--- src/rtl/adc_cap_pkg.sv ---
package adc_cap_pkg;
  typedef enum logic [2:0] {
    ST_IDLE  = 3'd0,
    ST_CONV  = 3'd1,
    ST_LATCH = 3'd2,
    ST_WRITE = 3'd3,
    ST_DONE  = 3'd4
  } cap_state_e;
endpackage

--- src/rtl/adc_cap_tc_counter.sv ---
// Modulo counter; held at zero while disabled, terminal count flagged only when enabled.
module adc_cap_tc_counter #(
  parameter int unsigned MOD = 10
) (
  input  logic clk_i,
  input  logic rst_ni,
  input  logic clr_i,
  input  logic en_i,
  output logic tc_o
);
  localparam int unsigned CW = (MOD > 1) ? $clog2(MOD) : 1;
  localparam logic [CW-1:0] LAST = CW'(MOD - 1);

  logic [CW-1:0] cnt_q;

  assign tc_o = en_i && (cnt_q == LAST);

  always_ff @(posedge clk_i or negedge rst_ni) begin
    if (!rst_ni)               cnt_q <= '0;
    else if (clr_i || !en_i)   cnt_q <= '0;
    else if (cnt_q == LAST)    cnt_q <= '0;
    else                       cnt_q <= cnt_q + 1'b1;
  end
endmodule

--- src/rtl/adc_cap_addr_counter.sv ---
module adc_cap_addr_counter #(
  parameter int unsigned ADDR_W = 15
) (
  input  logic              clk_i,
  input  logic              rst_ni,
  input  logic              clr_i,
  input  logic              step_i,
  output logic [ADDR_W-1:0] addr_o,
  output logic              last_o
);
  logic [ADDR_W-1:0] addr_q;

  assign addr_o = addr_q;
  assign last_o = &addr_q;

  always_ff @(posedge clk_i or negedge rst_ni) begin
    if (!rst_ni)     addr_q <= '0;
    else if (clr_i)  addr_q <= '0;
    else if (step_i) addr_q <= addr_q + 1'b1;
  end
endmodule

--- src/rtl/adc_cap_sample_reg.sv ---
module adc_cap_sample_reg #(
  parameter int unsigned DATA_W = 8
) (
  input  logic              clk_i,
  input  logic              rst_ni,
  input  logic              en_i,
  input  logic [DATA_W-1:0] d_i,
  output logic [DATA_W-1:0] q_o
);
  always_ff @(posedge clk_i or negedge rst_ni) begin
    if (!rst_ni)   q_o <= '0;
    else if (en_i) q_o <= d_i;
  end
endmodule

--- src/rtl/adc_cap_fsm.sv ---
module adc_cap_fsm
  import adc_cap_pkg::*;
(
  input  logic clk_i,
  input  logic rst_ni,
  input  logic start_i,
  input  logic conv_tc_i,
  input  logic wr_tc_i,
  input  logic addr_last_i,
  output logic conv_en_o,
  output logic wr_en_o,
  output logic latch_o,
  output logic addr_clr_o,
  output logic addr_step_o,
  output logic adc_wr_no,
  output logic ram_we_no,
  output logic done_o
);
  cap_state_e state_q, state_d;

  always_comb begin
    state_d = state_q;
    if (start_i) begin
      state_d = ST_CONV;
    end else begin
      unique case (state_q)
        ST_CONV:  if (conv_tc_i) state_d = ST_LATCH;
        ST_LATCH: state_d = ST_WRITE;
        ST_WRITE: if (wr_tc_i) state_d = addr_last_i ? ST_DONE : ST_CONV;
        default:  state_d = state_q;
      endcase
    end
  end

  always_ff @(posedge clk_i or negedge rst_ni) begin
    if (!rst_ni) state_q <= ST_IDLE;
    else         state_q <= state_d;
  end

  assign conv_en_o   = (state_q == ST_CONV);
  assign wr_en_o     = (state_q == ST_WRITE);
  assign latch_o     = (state_q == ST_LATCH);
  assign addr_clr_o  = start_i;
  assign addr_step_o = (state_q == ST_WRITE) && wr_tc_i && !addr_last_i && !start_i;
  assign adc_wr_no   = (state_q != ST_CONV);
  assign ram_we_no   = (state_q != ST_WRITE);
  assign done_o      = (state_q == ST_DONE);
endmodule

--- src/rtl/adc_capture_ctrl.sv ---
module adc_capture_ctrl #(
  parameter int unsigned DATA_W   = 8,
  parameter int unsigned ADDR_W   = 15,
  parameter int unsigned CONV_CNT = 10,
  parameter int unsigned WR_CNT   = 5
) (
  input  logic              clk_i,
  input  logic              rst_ni,
  input  logic              start_i,
  input  logic [DATA_W-1:0] adc_data_i,
  output logic              adc_wr_no,
  output logic              ram_we_no,
  output logic [DATA_W-1:0] ram_data_o,
  output logic [ADDR_W-1:0] ram_addr_o,
  output logic              done_o
);
  logic conv_en, wr_en, latch_en, addr_clr, addr_step;
  logic conv_tc, wr_tc, addr_last;

  adc_cap_fsm u_fsm (
    .clk_i       (clk_i),
    .rst_ni      (rst_ni),
    .start_i     (start_i),
    .conv_tc_i   (conv_tc),
    .wr_tc_i     (wr_tc),
    .addr_last_i (addr_last),
    .conv_en_o   (conv_en),
    .wr_en_o     (wr_en),
    .latch_o     (latch_en),
    .addr_clr_o  (addr_clr),
    .addr_step_o (addr_step),
    .adc_wr_no   (adc_wr_no),
    .ram_we_no   (ram_we_no),
    .done_o      (done_o)
  );

  adc_cap_tc_counter #(.MOD(CONV_CNT)) u_conv_ctr (
    .clk_i  (clk_i),
    .rst_ni (rst_ni),
    .clr_i  (start_i),
    .en_i   (conv_en),
    .tc_o   (conv_tc)
  );

  adc_cap_tc_counter #(.MOD(WR_CNT)) u_wr_ctr (
    .clk_i  (clk_i),
    .rst_ni (rst_ni),
    .clr_i  (start_i),
    .en_i   (wr_en),
    .tc_o   (wr_tc)
  );

  adc_cap_addr_counter #(.ADDR_W(ADDR_W)) u_addr_ctr (
    .clk_i  (clk_i),
    .rst_ni (rst_ni),
    .clr_i  (addr_clr),
    .step_i (addr_step),
    .addr_o (ram_addr_o),
    .last_o (addr_last)
  );

  adc_cap_sample_reg #(.DATA_W(DATA_W)) u_sample (
    .clk_i  (clk_i),
    .rst_ni (rst_ni),
    .en_i   (latch_en && !start_i),
    .d_i    (adc_data_i),
    .q_o    (ram_data_o)
  );
endmodule

--- config.mk ---
export PLATFORM = sky130hd
export DESIGN_NAME = adc_capture_ctrl
export DESIGN_NICKNAME = d
export VERILOG_FILES = /design/src/rtl/adc_cap_pkg.sv /design/src/rtl/adc_cap_tc_counter.sv /design/src/rtl/adc_cap_addr_counter.sv /design/src/rtl/adc_cap_sample_reg.sv /design/src/rtl/adc_cap_fsm.sv /design/src/rtl/adc_capture_ctrl.sv
export SDC_FILE = /design/constraint.sdc
export NUM_CORES = 1
export LEC_CHECK = 0
export ABC_CLOCK_PERIOD_IN_PS = 2200
export CELL_PAD_IN_SITES_DETAIL_PLACEMENT = 1
export CELL_PAD_IN_SITES_GLOBAL_PLACEMENT = 1
export CORE_AREA = 8 8 86 88
export DETAILED_ROUTE_END_ITERATION = 7
export DIE_AREA = 0 0 94 96
export PLACE_DENSITY_LB_ADDON = 0.25
export SLEW_MARGIN = 20
export SYNTH_ARGS = -nofsm -noshare
export SYNTH_HDL_FRONTEND = slang
export SYNTH_HIERARCHICAL = 1
export SYNTH_SLANG_ARGS = --single-unit
--- constraint.sdc ---
create_clock -name clk_i -period 2.2 [get_ports clk_i]
set_clock_uncertainty 0.1 [all_clocks]
set_input_delay 0.33 -clock clk_i [delete_from_list [all_inputs] [get_ports clk_i]]
set_output_delay 0.33 -clock clk_i [all_outputs]
set_load 0.02 [all_outputs]
==> results.py <==
metrics = {
    "worst_setup_path": {
        "worst-endpoint-arrival_ns": 2.29,
        "r2r_cells": 9,
        "cp_slowest_stage_delay_ns": 0.41,
        "startpoint_type": "register",
        "criticalPathCategory": "reg2reg",
        "end_kind": "register",
        "crit_buf_inv": 2,
        "cpMaxStageDelayCell": "or3_4",
        "crit_chain": "and2b_2 > nand2_4 > inv_2 > and3_4 > nor4b_4 > buf_4 > o2111ai_4 > or3_4 > a21oi_2",
        "r2r-end": "u_addr_ctr/addr_o[6]",
        "critPathLaunch": "u_fsm/state_q[2]",
        "crit_fanout": 7,
        "cpLargestDelayFamily": "simple AND/OR/NAND/NOR gates",
        "crit_required_ns": 2.32,
        "r2r-start": "u_fsm/state_q[2]",
        "reg2reg_slack_ns": 0.03,
        "cp.depth": 9,
        "cp-endpoint": "u_addr_ctr/addr_o[6]",
    },
    "floorplanning": {
        "die_y_um": 96,
        "core_um2": 6096,
        "die_width_um": 94,
        "rows": 29,
        "io_pins": 37,
        "fp.dieArea_um2": 9024,
        "start_util_pct": 28.65,
    },
    "clock_tree": {
        "cts_tree": "done",
        "htreeDepth": 2,
        "clk_latency_ns": 0.29,
        "cts_sinks": 33,
        "clkTransAtPathRegs_ns": 0.07,
        "cts_root_buf": "clkbuf_8",
        "cts_buffers": 5,
        "clockBufferDepth": 2,
    },
    "global_route": {
        "grt-ovfl-total": 0,
        "gr-usage-all-layers_pct": 11.41,
        "grt_max_degree": 34,
        "grt_pass1_vias": 1598,
        "antenna_found_initial": 0,
        "grt_pass1_wl_mm": 7.941,
    },
    "finish": {
        "drive_gt1_share_pct": 29.22,
        "diodes": 0,
        "finish.utilization_pct": 41.71,
        "fin_nets": 234,
        "area_delta_synth_final_pct": 45.56,
    },
    "synth": {
        "synth_top_cells_by_count": "33 x dfrtp_1, 22 x nor2_1, 11 x inv_1, 10 x xnor2_1, 8 x mux2_4",
        "async_flop_share_pct": 100.0,
        "synth_nets": 172,
        "ys_seq_elements": 33,
        "synth_warnings": 6,
        "synth_top_cell_by_area": "dfrtp_1",
        "synth.top_cells.by_area": "dfrtp_1 47%, mux2_4 6.9%, xnor2_1 5.0%",
        "synthDistinctLibCells": 43,
        "ys.flop_type": "dfrtp_1",
        "mappedNetlistArea_um2": 1747,
        "synth_top_area_share_pct": 47.28,
        "yosysMostFrequentCell": "dfrtp_1",
        "synthCells": 156,
        "ys_seq_area_share_pct": 47.28,
        "avgSynthCellArea_um2": 11.20,
        "synth_edf_count": 0,
    },
    "route": {
        "via_count": 1360,
        "post-route-drc-count": 0,
        "drt_wl_total_mm": 4.652,
        "antenna_left": 0,
        "first_pass_iters": 4,
        "drt_first_iter_violations": 14,
        "vias_per_cell": 4.595,
        "wl_per_cell_um": 15.72,
    },
    "sta": {
        "slew_headroom_pct": 71.29,
        "worstMarginPinSlew_ns": 0.4307,
        "min_period_over_period_pct": 98.71,
        "period_minus_slack_ns": 2.172,
        "grt_setup_unrepaired": "yes",
        "setup_violations": 0,
        "hold_violations": 0,
        "max_freq_mhz": 460.5,
        "finalMaxSlewViolations": 0,
    },
    "placement": {
        "place_congestion": 0.8092,
        "io_buffers": 36,
        "dp_hpwl_mm": 3.444,
    },
    "power_and_ir_drop": {
        "p_seq_share_pct": 48.2,
        "clkPwrFrac_pct": 47.1,
        "power.total_mw": 1.277,
        "swShare_pct": 21.21,
        "p_switching_uw": 270.9,
        "p_comb_share_pct": 4.6,
        "peakVddDrop_v": 0.0003077,
        "leakage_nw": 1.123,
        "power_density_nw_per_um2": 502.4,
        "internal_power_mw": 1.006,
    },
    "run": {
        "maxCapViolations": 0,
    },
    "run_status": {
        "status": "finished clean",
    },
    "hold_path": {
        "hold_path_class": "in2async",
    },
}
[through the flow]
step / worst slack (ns) / std cells / hold WS (ns) / cell area [um^2] / setup TNS [ns]
floorplan: 0.005965 / 156 / -0.06559 / 1763 / 0
global placement: 0.02807 / 282 / 0.3463 / 2322 / 0
detailed placement: -0.01761 / 282 / 0.3739 / 2322 / -0.05989
CTS: 0.003712 / 291 / 0.3648 / 2467 / 0
global route: -0.06984 / 296 / 0.3878 / 2542 / -0.2584
finish: 0.02833 / 296 / 0.3549 / 2542 / 0
[flip-flops by register name, summed over array words and instances (netlist names)]
signal	flops
u_sample/q_o	8
u_wr_ctr/cnt_q	3
u_conv_ctr/cnt_q	4
u_addr_ctr/addr_o	15
u_fsm/state_q	3
[worst min-delay path by stage]
stage                 startpoint                    to  slack [ns]  cells past startpoint
6_report                  rst_ni   u_conv_ctr/cnt_q[0]        0.35                      2
3_3_place_gp   u_wr_ctr/cnt_q[0]     u_wr_ctr/cnt_q[0]        0.35                      1
4_1_cts                   rst_ni   u_conv_ctr/cnt_q[0]        0.36                      2
3_5_place_dp   u_wr_ctr/cnt_q[0]     u_wr_ctr/cnt_q[0]        0.37                      1
2_1_floorplan             rst_ni  u_addr_ctr/addr_o[0]       -0.07                      0
5_1_grt                   rst_ni   u_conv_ctr/cnt_q[0]        0.39                      2
[final cells by class]
cell class                 instances  area, um^2
sequential                        33       828.3
fill                             673        3553
multi-input combinational        106       903.4
tap                               77       96.34
clock inverter                     2       37.54
clock buffer                       6       82.58
inverter                          11       41.29
timing repair buffer              61       553.0
[metal layers]
metal  share of wire [%]  GRT usage, %  up-vias
met4                 2.3         5.284        0
li1                    -             -      653
met3                 4.1         3.666        9
met1                  42         12.52      672
met5                   0             0        -
met2                  52         19.72       26
[placed cells by master, fill, tap and decap left out, types with 3 or more instances in the layout]
cell	netlist	layout
mux2_4	8	8
nand2_1	6	6
nor2_1	22	22
buf_4	1	25
nand3_1	5	5
inv_1	11	10
o21ai_0	3	3
nand2b_1	3	3
clkbuf_8	0	6
xnor2_1	10	10
clkdlybuf4s50_1	0	34
nor3_1	5	4
a21oi_2	1	3
dfrtp_1	33	31
ha_1	5	5
nand4_1	3	3
xor2_1	3	3
[power groups by stage]
| stage | clock network (mW) | logic, mW | registers (mW) |
|---|---|---|---|
| floorplan | 0 | 0.0211 | 0.627 |
| CTS | 0.625 | 0.0603 | 0.616 |
| finish | 0.602 | 0.0590 | 0.616 |
| detailed placement | 0 | 0.0599 | 0.628 |
| global placement | 0 | 0.0574 | 0.627 |
| global route | 0.657 | 0.0668 | 0.617 |
[kinds of logic (layout without fill, tap and decap cells)]
| family | Yosys count | after routing | share of synthesized area (%) |
|---|---|---|---|
| AOI/OAI and AO/OA | 13 | 13 | 6.734 |
| and+or+nand+nor | 65 | 65 | 23.35 |
| xor gates and xnor gates | 13 | 13 | 6.519 |
| buffers and inverters | 17 | 80 | 4.513 |
| muxes | 10 | 10 | 8.023 |
| adders and majority gates | 5 | 5 | 3.582 |
| DFF | 33 | 33 | 47.28 |
[repair_timing]
action / in CTS / in global routing
endpoints found under the setup margin: 6 / 10
buffers inserted: 1 / 5
hold buffers: 0 / 0
pin swaps: 1 / 7
gates resized for setup: 2 / 10
(Power assumes the default switching activity.)
